==> src/rtl/gpio_ovr_pkg.sv <==
package gpio_ovr_pkg;

  // Per-pin override record: enable/value pairs.
  typedef struct packed {
    logic pue;  // pull-up override enable
    logic puv;  // pull-up override value
    logic dde;  // direction override enable
    logic ddv;  // direction override value (1 = output)
    logic pve;  // output value override enable
    logic pvv;  // output value override value
    logic die;  // input enable override enable
    logic div;  // input enable override value
  } ovr_t;

  localparam ovr_t OVR_NONE = '0;

  function automatic logic pick(input logic en, input logic ov, input logic rv);
    return en ? ov : rv;
  endfunction

  function automatic logic pull_en(input logic oe, input logic src, input logic dis);
    return ~oe & src & ~dis;
  endfunction

  // Pin driven by the master (clock, master-out): input as slave, driven as master.
  function automatic ovr_t lead_ovr(input logic en, input logic master, input logic drv);
    ovr_t o = OVR_NONE;
    if (en && !master) begin
      o.dde = 1'b1;
      o.ddv = 1'b0;
    end
    if (en && master) begin
      o.pve = 1'b1;
      o.pvv = drv;
    end
    return o;
  endfunction

  // Master-in pin: input as master, slave drives its value.
  function automatic ovr_t follow_ovr(input logic en, input logic master, input logic drv);
    ovr_t o = OVR_NONE;
    if (en && master) begin
      o.dde = 1'b1;
      o.ddv = 1'b0;
    end
    if (en && !master) begin
      o.pve = 1'b1;
      o.pvv = drv;
    end
    return o;
  endfunction

  // Select pin: input while slave.
  function automatic ovr_t select_ovr(input logic en, input logic master);
    ovr_t o = OVR_NONE;
    if (en && !master) begin
      o.dde = 1'b1;
      o.ddv = 1'b0;
    end
    return o;
  endfunction

  // Multiplexed memory pin.
  function automatic ovr_t mem_ovr(input logic en, input logic ale, input logic wr,
                                   input logic a, input logic d, input logic port);
    ovr_t o = OVR_NONE;
    o.pue = en;
    o.puv = port & ~(ale | wr);
    o.dde = en;
    o.ddv = ale | wr;
    o.pve = en;
    o.pvv = (a & ale) | (d & wr);
    return o;
  endfunction

endpackage

==> src/rtl/gpio_ovr_src.sv <==
module gpio_ovr_src
  import gpio_ovr_pkg::*;
#(
  parameter int W        = 8,
  parameter int NMEM     = 4,
  parameter int SCK_PIN  = 7,
  parameter int MISO_PIN = 6,
  parameter int MOSI_PIN = 5,
  parameter int SS_PIN   = 4
) (
  input  logic            spi_en,
  input  logic            spi_master,
  input  logic            spi_sck_out,
  input  logic            spi_mosi_out,
  input  logic            spi_miso_out,
  input  logic            xmem_en,
  input  logic            xmem_ale,
  input  logic            xmem_wr,
  input  logic [NMEM-1:0] xmem_addr,
  input  logic [NMEM-1:0] xmem_wdata,
  input  logic [W-1:0]    out_q,
  output ovr_t [W-1:0]    ovr
);

  for (genvar i = 0; i < W; i++) begin : g_pin
    if (i == SCK_PIN) begin : g_sck
      always_comb ovr[i] = lead_ovr(spi_en, spi_master, spi_sck_out);
    end else if (i == MOSI_PIN) begin : g_mosi
      always_comb ovr[i] = lead_ovr(spi_en, spi_master, spi_mosi_out);
    end else if (i == MISO_PIN) begin : g_miso
      always_comb ovr[i] = follow_ovr(spi_en, spi_master, spi_miso_out);
    end else if (i == SS_PIN) begin : g_ss
      always_comb ovr[i] = select_ovr(spi_en, spi_master);
    end else if (i < NMEM) begin : g_mem
      always_comb ovr[i] = mem_ovr(xmem_en, xmem_ale, xmem_wr,
                                   xmem_addr[i], xmem_wdata[i], out_q[i]);
    end else begin : g_plain
      always_comb ovr[i] = OVR_NONE;
    end
  end

endmodule

==> src/rtl/gpio_ovr_pin.sv <==
module gpio_ovr_pin
  import gpio_ovr_pkg::*;
(
  input  ovr_t o,
  input  logic dir_b,
  input  logic out_b,
  input  logic pud,
  input  logic pad_in_b,
  output logic oe,
  output logic val,
  output logic pu,
  output logic din
);

  logic pu_src;

  always_comb begin
    oe     = pick(o.dde, o.ddv, dir_b);
    val    = pick(o.pve, o.pvv, out_b);
    pu_src = pick(o.pue, o.puv, out_b);
    pu     = pull_en(oe, pu_src, pud);
    din    = pad_in_b & pick(o.die, o.div, 1'b1);
  end

endmodule

==> src/rtl/gpio_ovr_sync.sv <==
module gpio_ovr_sync #(
  parameter int W      = 8,
  parameter int STAGES = 2
) (
  input  logic         clk,
  input  logic         rst_n,
  input  logic [W-1:0] d,
  output logic [W-1:0] q
);

  logic [W-1:0] st [STAGES];

  always_ff @(posedge clk or negedge rst_n) begin
    if (!rst_n) begin
      for (int k = 0; k < STAGES; k++) st[k] <= '0;
    end else begin
      st[0] <= d;
      for (int k = 1; k < STAGES; k++) st[k] <= st[k-1];
    end
  end

  assign q = st[STAGES-1];

endmodule

==> src/rtl/gpio_ovr_port.sv <==
module gpio_ovr_port
  import gpio_ovr_pkg::*;
#(
  parameter int W           = 8,
  parameter int NMEM        = 4,
  parameter int SCK_PIN     = 7,
  parameter int MISO_PIN    = 6,
  parameter int MOSI_PIN    = 5,
  parameter int SS_PIN      = 4,
  parameter int SYNC_STAGES = 2
) (
  input  logic            clk,
  input  logic            rst_n,
  input  logic [W-1:0]    reg_wdata,
  input  logic            dir_we,
  input  logic            out_we,
  input  logic            pud,
  input  logic            spi_en,
  input  logic            spi_master,
  input  logic            spi_sck_out,
  input  logic            spi_mosi_out,
  input  logic            spi_miso_out,
  input  logic            xmem_en,
  input  logic            xmem_ale,
  input  logic            xmem_wr,
  input  logic [NMEM-1:0] xmem_addr,
  input  logic [NMEM-1:0] xmem_wdata,
  input  logic [W-1:0]    pad_in,
  output logic [W-1:0]    pad_out,
  output logic [W-1:0]    pad_oe,
  output logic [W-1:0]    pad_pu,
  output logic [W-1:0]    pin_rd,
  output logic            spi_sck_in,
  output logic            spi_miso_in,
  output logic            spi_mosi_in,
  output logic            spi_ss_in,
  output logic [NMEM-1:0] xmem_rdata
);

  logic [W-1:0] dir_q;
  logic [W-1:0] out_q;
  logic [W-1:0] din;
  ovr_t [W-1:0] ovr;

  always_ff @(posedge clk or negedge rst_n) begin
    if (!rst_n) begin
      dir_q <= '0;
      out_q <= '0;
    end else begin
      if (dir_we) dir_q <= reg_wdata;
      if (out_we) out_q <= reg_wdata;
    end
  end

  gpio_ovr_src #(
    .W(W), .NMEM(NMEM), .SCK_PIN(SCK_PIN), .MISO_PIN(MISO_PIN),
    .MOSI_PIN(MOSI_PIN), .SS_PIN(SS_PIN)
  ) u_src (
    .spi_en       (spi_en),
    .spi_master   (spi_master),
    .spi_sck_out  (spi_sck_out),
    .spi_mosi_out (spi_mosi_out),
    .spi_miso_out (spi_miso_out),
    .xmem_en      (xmem_en),
    .xmem_ale     (xmem_ale),
    .xmem_wr      (xmem_wr),
    .xmem_addr    (xmem_addr),
    .xmem_wdata   (xmem_wdata),
    .out_q        (out_q),
    .ovr          (ovr)
  );

  for (genvar i = 0; i < W; i++) begin : g_pin
    gpio_ovr_pin u_pin (
      .o        (ovr[i]),
      .dir_b    (dir_q[i]),
      .out_b    (out_q[i]),
      .pud      (pud),
      .pad_in_b (pad_in[i]),
      .oe       (pad_oe[i]),
      .val      (pad_out[i]),
      .pu       (pad_pu[i]),
      .din      (din[i])
    );
  end

  gpio_ovr_sync #(.W(W), .STAGES(SYNC_STAGES)) u_sync (
    .clk   (clk),
    .rst_n (rst_n),
    .d     (din),
    .q     (pin_rd)
  );

  assign spi_sck_in  = pad_in[SCK_PIN];
  assign spi_miso_in = pad_in[MISO_PIN];
  assign spi_mosi_in = pad_in[MOSI_PIN];
  assign spi_ss_in   = pad_in[SS_PIN];
  assign xmem_rdata  = pad_in[NMEM-1:0];

endmodule

==> config.mk <==
export PLATFORM = sky130hd
export DESIGN_NAME = gpio_ovr_port
export DESIGN_NICKNAME = d
export VERILOG_FILES = /design/src/rtl/gpio_ovr_pkg.sv /design/src/rtl/gpio_ovr_src.sv /design/src/rtl/gpio_ovr_pin.sv /design/src/rtl/gpio_ovr_sync.sv /design/src/rtl/gpio_ovr_port.sv
export SDC_FILE = /design/constraint.sdc
export NUM_CORES = 1
export LEC_CHECK = 0
export BUFFER_PORTS_ARGS = -buffer_cell sky130_fd_sc_hd__buf_2
export CAP_MARGIN = 20
export CORE_UTILIZATION = 50
export DETAILED_ROUTE_END_ITERATION = 6
export GPL_TIMING_DRIVEN = 0
export PLACE_DENSITY = 0.83
export SETUP_SLACK_MARGIN = 0.5
export SLEW_MARGIN = 20
export SYNTH_ARGS = -nofsm -noshare
export SYNTH_HDL_FRONTEND = slang
export SYNTH_HIERARCHICAL = 1
export SYNTH_SLANG_ARGS = --single-unit
==> constraint.sdc <==
create_clock -name clk -period 1.19 [get_ports clk]
set_input_delay 0.119 -clock clk [delete_from_list [all_inputs] [get_ports clk]]
set_output_delay 0.119 -clock clk [all_outputs]
set_load 0.02 [all_outputs]
* After elaboration in Yosys (flattened, before gate mapping) *
Index checks and enable logic that the tools add are counted.

word-level totals
  flip-flop bits (word level) = 32
  bits in latches = 0
  bits in writable memories = 0
  memories = 0
  logic and storage cells = 74
  input port bits = 37
  bits in read-only memories = 0

operators by class
  equality and inequality tests = 0
  muxes and demuxes = 24
  div/mod/pow operators = 0
  multiply operators = 0
  $lt $le $gt $ge = 0
  add/sub/neg operators = 0
  shift-type cells = 0
  reduce and logical (&&, ||, !) cells = 3
  bitwise operators = 43

operators by type and width
  kind               number
  $and 1x1->1        28
  $mux 1             19
  $mux 2             5
  $not 1->1          10
  $or 1x1->1         5
  $logic_and 1x1->1  2
  $logic_not 1->1    1

* Longest topological paths before layout *
Gate-level depths: netlist of the first run.

  depth after elaboration = 7
  gate-level depth with buffers = 5
  depth with buffers taken out = 3

* Cells and area by module *
The synthesis of the first run kept the hierarchy.

modules (own cells, without submodules)
  module         times used  area an instance (µm²)  cells each
  gpio_ovr_port  1           723.2                   42
  gpio_ovr_src   1           523.0                   67
  gpio_ovr_pin   8           57.6                    6
  gpio_ovr_sync  1           460.4                   24

* Least setup slack after synthesis of the first run *
OpenSTA, ideal clock, no wires.

  path type = input port to output port
  start point = input port xmem_wr
  end point = output port pad_pu[1]
  setup slack = -0.205 ns
  buffers on the path = 2
  stages on the path = 5
  arrival = 1.276 ns
  cells stage by stage = buf_4 or2_1 buf_4 mux2_4 nor3_2

RTL lines
  item         RTL line             RTL
  from (decl)  gpio_ovr_port.sv:25  input logic xmem_wr,
  to (decl)    gpio_ovr_port.sv:31  output logic [W-1:0] pad_pu,

==> impl_metrics.env, run 1 <==
export IMPL_htreeDepth=2
export IMPL_final_util_pct=82.4
export IMPL_place_port_buffers=71
export IMPL_drt_initial_drc_count=29
export IMPL_setup_tns_final_ns=-2.74
export IMPL_core_um2=4090
export IMPL_layout_drive_gt1_share_pct=70.1
export IMPL_die_x_um=67.8
export IMPL_vias=1575
export IMPL_setup_slack_ns=-0.245
export IMPL_pwr_density_cell_nw_per_um2=979
export IMPL_synth_async_reset_ratio_pct=100
export IMPL_timing_final_crit_period_ns=1.44
export IMPL_syn_to_final_growth_pct=55.4
export IMPL_synth_commonest_cells="67 x buf_4, 32 x dfrtp_1, 24 x mux2_4"
export IMPL_slew_headroom_pct=52.0
export IMPL_syn_inst=181
export IMPL_multiInputGateArea_um2=1010
export IMPL_grt_max_degree=33
export IMPL_ff_latch_area_um2=801
export IMPL_met2_usage_pct=38.0
export IMPL_io_pins=77
export IMPL_internal_power_mw=2.39
export IMPL_routed_via_density=4.36
export IMPL_violations="negative hold slack, negative setup slack"
export IMPL_start_kind="flip-flop"
export IMPL_cts_tree="yes"
export IMPL_fp_dieArea_um2=4600
export IMPL_synth_seq_area_share_pct=37.0
export IMPL_grt_pass1_wl_um=6470
export IMPL_p_leak_nw=1.80
export IMPL_grt_overflow=0
export IMPL_fin_cells=361
export IMPL_slew_violations=0
export IMPL_maxCapViolations=0
export IMPL_cp_required_ns=1.07
export IMPL_synth_warnings=6
export IMPL_clk_pin_slew_ns=0.07
export IMPL_grt_pass1_vias=1484
export IMPL_synth_top_area_share_pct=37.0
export IMPL_synth_seq_cells=32
export IMPL_antenna_found_initial=0
export IMPL_use_met1_pct=19.8
export IMPL_dp_hpwl_um=3100
export IMPL_post_place_cells=331
export IMPL_outcome="complete, but fails checks"
export IMPL_die_y_um=67.8
export IMPL_cts_root_buf="clkbuf_8"
export IMPL_synth_distinct_cells=17
export IMPL_place_ws_ns=-0.205
export IMPL_peakVddDrop_mv=0.802
export IMPL_globalplace_congestion=0.735
export IMPL_remaining_drc_errors=0
export IMPL_cts_path_max_buffers=2
export IMPL_critPathArrivalTime_ns=1.32
export IMPL_hold_path_class="in -> async"
export IMPL_crit_type="reg -> out"
export IMPL_std_cell_rows=23
export IMPL_hold_viol=32
export IMPL_routed_wl_um=4710
export IMPL_clkSinkCount=32
export IMPL_start_util_pct=53.0
export IMPL_drtAntennaViolNets=0
export IMPL_final_nets=347
export IMPL_synthMostInstantiatedCell="buf_4"
export IMPL_rsz0062_at_grt="yes"
export IMPL_grt_met3_usage_pct=6.00
export IMPL_finalInstanceArea_um2=3370
export IMPL_worstPathMaxFanout=2
export IMPL_worstMarginPinSlew_ns=0.720
export IMPL_clk_insertion_delay_late_ns=0.28
export IMPL_setup_worst_path_end_class="primary output"
export IMPL_fillers=237
export IMPL_period_share_pct=121
export IMPL_syn_area_per_cell_um2=12.0
export IMPL_netlist_top_cells_area="dfrtp_1 37%, buf_4 23%, mux2_4 17%"
export IMPL_numCtsBuffers=5
export IMPL_pwr_share_comb_pct=37.1
export IMPL_fmax_mhz=697
export IMPL_synth_edf_count=0
export IMPL_clockPowerShare_pct=25.5
export IMPL_first_pass_iters=4
export IMPL_busiest_layer="met2"
export IMPL_clock_skew_ns=0.00138
export IMPL_wire_per_inst_um=13.0
export IMPL_setup_viol=24
export IMPL_pwr_share_seq_pct=37.4
export IMPL_synth_area_um2=2170
export IMPL_grt_total_usage_pct=19.8
export IMPL_place_area_um2=2820
export IMPL_switching_share_pct=27.5
export IMPL_synthFlopType="dfrtp_1"
export IMPL_p_switching_mw=0.906
export IMPL_fin_hold_ws_ns=-0.107
export IMPL_n_antenna_cell=0
export IMPL_yosys_area_top_type="dfrtp_1"
==> logic make-up after synthesis <==
| group | Yosys count | synth area share, % |
|---|---|---|
| simple gates | 18 | 7.85 |
| other cells | 1 | 0.173 |
| mux | 40 | 24.5 |
| compound gates | 12 | 4.39 |
| flops | 32 | 37.0 |
| buf+inv | 78 | 26.2 |
==> critical path, cell delays in order (launching register included) <==
cell     delay, ns
dfrtp_1       0.36
nor3b_2       0.21
mux2i_2       0.13
nor3_4        0.19
buf_6         0.14
==> cell usage in the layout, fill, tap and decap left out <==
master	count
buf_2	39
or2_4	1
inv_1	8
nor3b_2	4
clkbuf_8	6
and3_1	2
mux2_4	32
mux2i_2	2
nor2b_4	1
conb_1	30
a21boi_0	8
a22o_1	4
nor3_4	8
and3b_1	1
buf_12	1
dfrtp_1	32
buf_4	60
mux2i_1	6
buf_6	63
clkbuf_1	2
and2_4	1
==> power by group through the flow <==
| stage | sequential, mW | combinational [mW] | clock, mW |
|---|---|---|---|
| floorplan | 1.23 | 0.687 | 0 |
| detailed placement | 1.25 | 0.909 | 0 |
| global route | 1.24 | 1.30 | 0.924 |
| CTS | 1.23 | 1.14 | 0.872 |
| global placement | 1.24 | 0.890 | 0 |
| finish | 1.23 | 1.22 | 0.841 |
==> sequential cells by signal, summed over array words and instances, names as in the netlist <==
signal and flops:
dir_q 8, out_q 8, u_sync/st 8, u_sync/q 8
==> worst paths after layout <==
path | startpoint | cells past startpoint | to | slack (ns)
setup / recovery | out_q[1] | 4 | pad_pu[1] | -0.25
hold / removal | rst_n | 1 | dir_q[7] | -0.11
setup reg to reg | dir_q[6] | 3 | dir_q[6] | 0.20
hold reg to reg | u_sync/st[13] | 0 | u_sync/q[5] | 0.35
max in group asynchronous | rst_n | 1 | u_sync/q[7] | 0.83
min in group clk | reg_wdata[5] | 2 | dir_q[5] | 0.08
==> per-layer routing <==
| layer | part of all wire, % | wire length (µm) | up-vias |
|---|---|---|---|
| met1 | 38 | 1790 | 758 |
| met5 | 0 | 0 | - |
| li1 | - | - | 767 |
| met3 | 4.7 | 222 | 7 |
| met2 | 56 | 2620 | 43 |
| met4 | 1.6 | 75 | 0 |
==> cell type report <==
| cell class | instances | share of cell area, % |
|---|---|---|
| Sequential cell | 32 | 23.8 |
| Buffer | 70 | 17.9 |
| Timing Repair Buffer | 93 | 23.0 |
| Clock buffer | 8 | 2.68 |
| Tap cell | 50 | 1.86 |
| Multi-Input combinational cell | 100 | 30.0 |
| Inverter | 8 | 0.892 |
==> what timing repair did <==
| action | in CTS | in global routing |
|---|---|---|
| cloned | 0 | 0 |
| pin swaps | 5 | 1 |
| gates resized for setup | 75 | 13 |
| endpoints found under the setup margin | 48 | 48 |
| buffers inserted | 16 | 6 |
| endpoints found under the hold margin | 32 | 32 |
==> metrics by stage <==
| step | hold slack (ns) | power, mW |
|---|---|---|
| 2_1_floorplan | -0.177 | 1.92 |
| 3_3_place_gp | 0.204 | 2.13 |
| 3_5_place_dp | 0.218 | 2.16 |
| 4_1_cts | -0.0949 | 3.24 |
| 5_1_grt | -0.0539 | 3.46 |
| 6_report | -0.107 | 3.30 |
No activity file was read; power rests on OpenSTA's default activity.
==> run 2, diff against run 1 <==
REMOVE_ABC_BUFFERS = 1   (was unset)
==> impl_metrics.env, run 2 (synthesized netlist as in run 1, its figures left out) <==
export IMPL_outcome="complete, but fails checks"
export IMPL_violations="negative hold slack, negative setup slack"
export IMPL_drtAntennaViolNets=0
export IMPL_grt_pass1_wl_um=5600
export IMPL_cp_required_ns=1.07
export IMPL_antenna_found_initial=0
export IMPL_routed_wl_um=3720
export IMPL_drt_initial_drc_count=34
export IMPL_slew_headroom_pct=54.8
export IMPL_timing_final_crit_period_ns=1.45
export IMPL_grt_max_degree=33
export IMPL_fin_cells=298
export IMPL_fp_dieArea_um2=4600
export IMPL_place_port_buffers=76
export IMPL_final_nets=284
export IMPL_p_leak_nw=1.41
export IMPL_start_util_pct=53.0
export IMPL_crit_slowest_cell="dfrtp_1"
export IMPL_post_place_cells=266
export IMPL_worstMarginPinSlew_ns=0.678
export IMPL_clk_insertion_delay_late_ns=0.28
export IMPL_vias=1298
export IMPL_setup_viol=24
export IMPL_die_y_um=67.8
export IMPL_first_pass_iters=4
export IMPL_cts_path_max_buffers=2
export IMPL_routed_via_density=4.36
export IMPL_maxCapViolations=0
export IMPL_setup_slack_ns=-0.262
export IMPL_worstPathMaxFanout=2
export IMPL_rsz0062_at_grt="yes"
export IMPL_io_pins=77
export IMPL_setup_tns_final_ns=-2.65
export IMPL_dp_hpwl_um=2440
export IMPL_die_x_um=67.8
export IMPL_grt_pass1_vias=1212
export IMPL_final_cell_mix="46 x buf_6, 44 x buf_2, 32 x dfrtp_1"
export IMPL_pwr_density_cell_nw_per_um2=1110
export IMPL_slowest_delay_ns=0.40
export IMPL_start_kind="flip-flop"
export IMPL_finalInstanceArea_um2=2740
export IMPL_core_um2=4090
export IMPL_fin_hold_ws_ns=-0.125
export IMPL_numCtsBuffers=5
export IMPL_hold_path_class="in -> async"
export IMPL_place_area_um2=2180
export IMPL_std_cell_rows=23
export IMPL_globalplace_congestion=0.774
export IMPL_clk_pin_slew_ns=0.06
export IMPL_final_common_cell="buf_6"
export IMPL_slew_violations=0
export IMPL_wire_per_inst_um=12.5
export IMPL_cts_tree="yes"
export IMPL_n_antenna_cell=0
export IMPL_grt_overflow=0
export IMPL_cts_root_buf="clkbuf_8"
export IMPL_syn_to_final_growth_pct=26.4
export IMPL_remaining_drc_errors=0
export IMPL_clock_skew_ns=0.00413
export IMPL_fillers=296
export IMPL_peakVddDrop_mv=0.717
export IMPL_crit_type="reg -> out"
export IMPL_period_share_pct=122
export IMPL_place_ws_ns=-0.225
export IMPL_layout_drive_gt1_share_pct=61.3
export IMPL_critPathArrivalTime_ns=1.33
export IMPL_grt_total_usage_pct=17.1
export IMPL_critPathTopFamily="flip-flops"
export IMPL_fmax_mhz=689
export IMPL_cp_cell_sequence="mux2_4, nor3_4, buf_6"
export IMPL_setup_worst_path_end_class="primary output"
export IMPL_hold_viol=32
export IMPL_timing_critical_path_buf_inv=1
export IMPL_htreeDepth=2
export IMPL_clkSinkCount=32
run 2: area by class of cell:
class	instances	area (µm²)	share of cell area (%)
Timing Repair Buffer	100	813	29.7
Tap cell	50	62.6	2.28
Multi-Input combinational cell	100	942	34.4
Clock buffer	8	90.1	3.29
Inverter	8	30.0	1.10
Sequential cell	32	801	29.2
run 2: routing by layer:
metal	up-vias	GRT usage (%)	share of wire, %
met4	0	9.64	2.3
met3	9	4.67	5.8
met5	-	0	0
met2	47	30.1	52
met1	602	18.2	40
li1	640	-	-
run 2: where the power goes:
group          internal (mW)  switching [mW]
registers               1.18          0.0595
clock network          0.471           0.359
logic                  0.568           0.412
run 2: path summary, 6_finish.rpt:
path / startpoint / end / slack, ns / cells past startpoint
setup / recovery: dir_q[1] / pad_pu[1] / -0.26 / 3
hold / removal: rst_n / dir_q[1] / -0.12 / 1
setup reg to reg: out_q[4] / out_q[4] / 0.19 / 3
hold reg to reg: u_sync/st[10] / u_sync/q[2] / 0.35 / 0
max in group asynchronous: rst_n / u_sync/st[8] / 0.87 / 1
min in group clk: reg_wdata[7] / out_q[7] / 0.09 / 2
run 2: worst register-to-register path, stage by stage (launching register included):
cell	delay [ns]
dfrtp_1	0.40
buf_6	0.13
buf_6	0.10
mux2_4	0.25
run 2: timing repair:
action                     in CTS  in global routing
resized for setup              66                 20
setup buffers                  17                  7
hold endpoints to repair       32                 32
pin swaps                       7                  3
cloned                          0                  0
setup endpoints to repair      48                 48
run 2: per-stage QoR:
stage               hold WS (ns)  utilization (%)  power (mW)
finish                    -0.125             67.0        3.05
global route             -0.0718             67.0        3.21
CTS                       -0.103             63.8        2.98
detailed placement         0.201             53.4        1.91
global placement           0.190             53.4        1.89
floorplan                 -0.177                -        1.63
==> run 3, diff against run 2 <==
CAP_MARGIN = 40   (was 20)
CORE_MARGIN = 4   (was unset)
==> impl_metrics.env, run 3 (synthesized netlist as in run 1, its figures left out) <==
export IMPL_clockPowerShare_pct=24.8
export IMPL_power_mw=2.97
export IMPL_critPathTopFamily="simple AND/OR/NAND/NOR gates"
export IMPL_peakVddDrop_mv=0.734
export IMPL_routed_via_density=4.42
export IMPL_crit_type="reg -> out"
export IMPL_io_pins=77
export IMPL_p_switching_mw=0.820
export IMPL_layout_drive_gt1_share_pct=61.4
export IMPL_final_cell_mix="46 x buf_6, 44 x buf_2, 32 x dfrtp_1"
export IMPL_routed_wl_um=4040
export IMPL_drt_initial_drc_count=23
export IMPL_internal_power_mw=2.15
export IMPL_setup_worst_path_end_class="primary output"
export IMPL_finalInstanceArea_um2=2730
export IMPL_grt_max_degree=33
export IMPL_cts_tree="yes"
export IMPL_clkSinkCount=32
export IMPL_drtAntennaViolNets=0
export IMPL_die_y_um=73.8
export IMPL_remaining_drc_errors=0
export IMPL_grt_overflow=0
export IMPL_worstPathMaxFanout=2
export IMPL_final_nets=286
export IMPL_place_area_um2=2180
export IMPL_slew_violations=0
export IMPL_rsz0062_at_grt="yes"
export IMPL_fp_dieArea_um2=5450
export IMPL_wire_per_inst_um=13.5
export IMPL_place_ws_ns=-0.228
export IMPL_std_cell_rows=23
export IMPL_fillers=300
export IMPL_antenna_found_initial=0
export IMPL_final_util_pct=66.8
export IMPL_violations="negative hold slack, negative setup slack"
export IMPL_cp_cell_sequence="nor3b_2, mux2i_1, nor3_2, buf_4"
export IMPL_numCtsBuffers=5
export IMPL_pwr_share_seq_pct=41.6
export IMPL_fin_hold_ws_ns=-0.120
export IMPL_pwr_share_comb_pct=33.7
export IMPL_pwr_density_cell_nw_per_um2=1090
export IMPL_crit_slowest_cell="dfrtp_1"
export IMPL_die_x_um=73.8
export IMPL_p_leak_nw=1.42
export IMPL_start_kind="flip-flop"
export IMPL_hold_path_class="in -> async"
export IMPL_fin_cells=299
export IMPL_core_um2=4090
export IMPL_grt_total_usage_pct=13.7
export IMPL_place_port_buffers=76
export IMPL_globalplace_congestion=0.721
export IMPL_critPathArrivalTime_ns=1.39
export IMPL_grt_pass1_wl_um=5560
export IMPL_cts_root_buf="clkbuf_8"
export IMPL_dp_hpwl_um=2700
export IMPL_period_share_pct=127
export IMPL_fmax_mhz=663
export IMPL_start_util_pct=53.0
export IMPL_setup_viol=24
export IMPL_syn_to_final_growth_pct=26.0
export IMPL_timing_final_crit_period_ns=1.51
export IMPL_outcome="complete, but fails checks"
export IMPL_clock_skew_ns=0.000244
export IMPL_cp_required_ns=1.07
export IMPL_n_antenna_cell=0
export IMPL_slowest_delay_ns=0.37
export IMPL_setup_slack_ns=-0.319
export IMPL_hold_viol=32
export IMPL_first_pass_iters=3
export IMPL_slew_headroom_pct=54.6
export IMPL_cts_path_max_buffers=2
export IMPL_htreeDepth=2
export IMPL_clk_pin_slew_ns=0.06
export IMPL_vias=1323
export IMPL_final_common_cell="buf_6"
export IMPL_grt_pass1_vias=1205
export IMPL_r2r_slack_ns=0.10
export IMPL_switching_share_pct=27.6
export IMPL_worstMarginPinSlew_ns=0.682
export IMPL_post_place_cells=266
export IMPL_maxCapViolations=0
export IMPL_timing_critical_path_buf_inv=1
export IMPL_clk_insertion_delay_late_ns=0.27
## run 3: metal layers
layer	share of wire, %	track usage [%]
met5	0	0
met4	0.99	4.23
met3	6.6	4.24
met2	53	23.5
met1	40	16.2
## run 3: stage by stage
stage / setup TNS, ns / hold WS [ns]
2_1_floorplan: -0.284 / -0.177
3_3_place_gp: -1.37 / 0.189
3_5_place_dp: -1.48 / 0.196
4_1_cts: -2.10 / -0.105
5_1_grt: -3.47 / -0.0575
6_report: -2.49 / -0.120
## run 3: area by class of cell
cell class	instances	area (µm²)	share of cell area, %
clock buffers	6	72.6	2.66
clock inverters	1	5.00	0.183
repair buffers	102	828	30.3
well taps	50	62.6	2.29
multi-input cells	100	932	34.1
flip-flops and latches	32	801	29.3
inverters	8	30.0	1.10
## run 3: final timing paths
check	endpoint	cells after the start	start
worst min-delay path	dir_q[1]	1	rst_n
min in group clk	dir_q[1]	2	reg_wdata[1]
worst max-delay path	pad_pu[3]	4	out_q[3]
worst max register to register	out_q[0]	4	out_q[0]
worst min register to register	u_sync/q[2]	0	u_sync/st[10]
max in group asynchronous	dir_q[7]	1	rst_n
## run 3: repair_timing
| item | in CTS | in global routing |
|---|---|---|
| endpoints found under the hold margin | 32 | 32 |
| gates resized for setup | 65 | 19 |
| setup buffers | 16 | 10 |
| cloned | 0 | 0 |
| pin swaps | 8 | 2 |
| setup endpoints to repair | 48 | 48 |
## run 3: worst register-to-register path, cell delays in order (launching register included)
cell	delay, ns
dfrtp_1	0.39
buf_6	0.13
buf_6	0.10
buf_6	0.10
mux2_4	0.26
## run 3: power by group through the flow
stage,registers [mW],clock network [mW],logic [mW]
6_report,1.23,0.734,0.999
5_1_grt,1.24,0.816,1.06
4_1_cts,1.23,0.763,0.889
3_5_place_dp,1.25,0,0.663
3_3_place_gp,1.25,0,0.651
2_1_floorplan,1.25,0,0.379
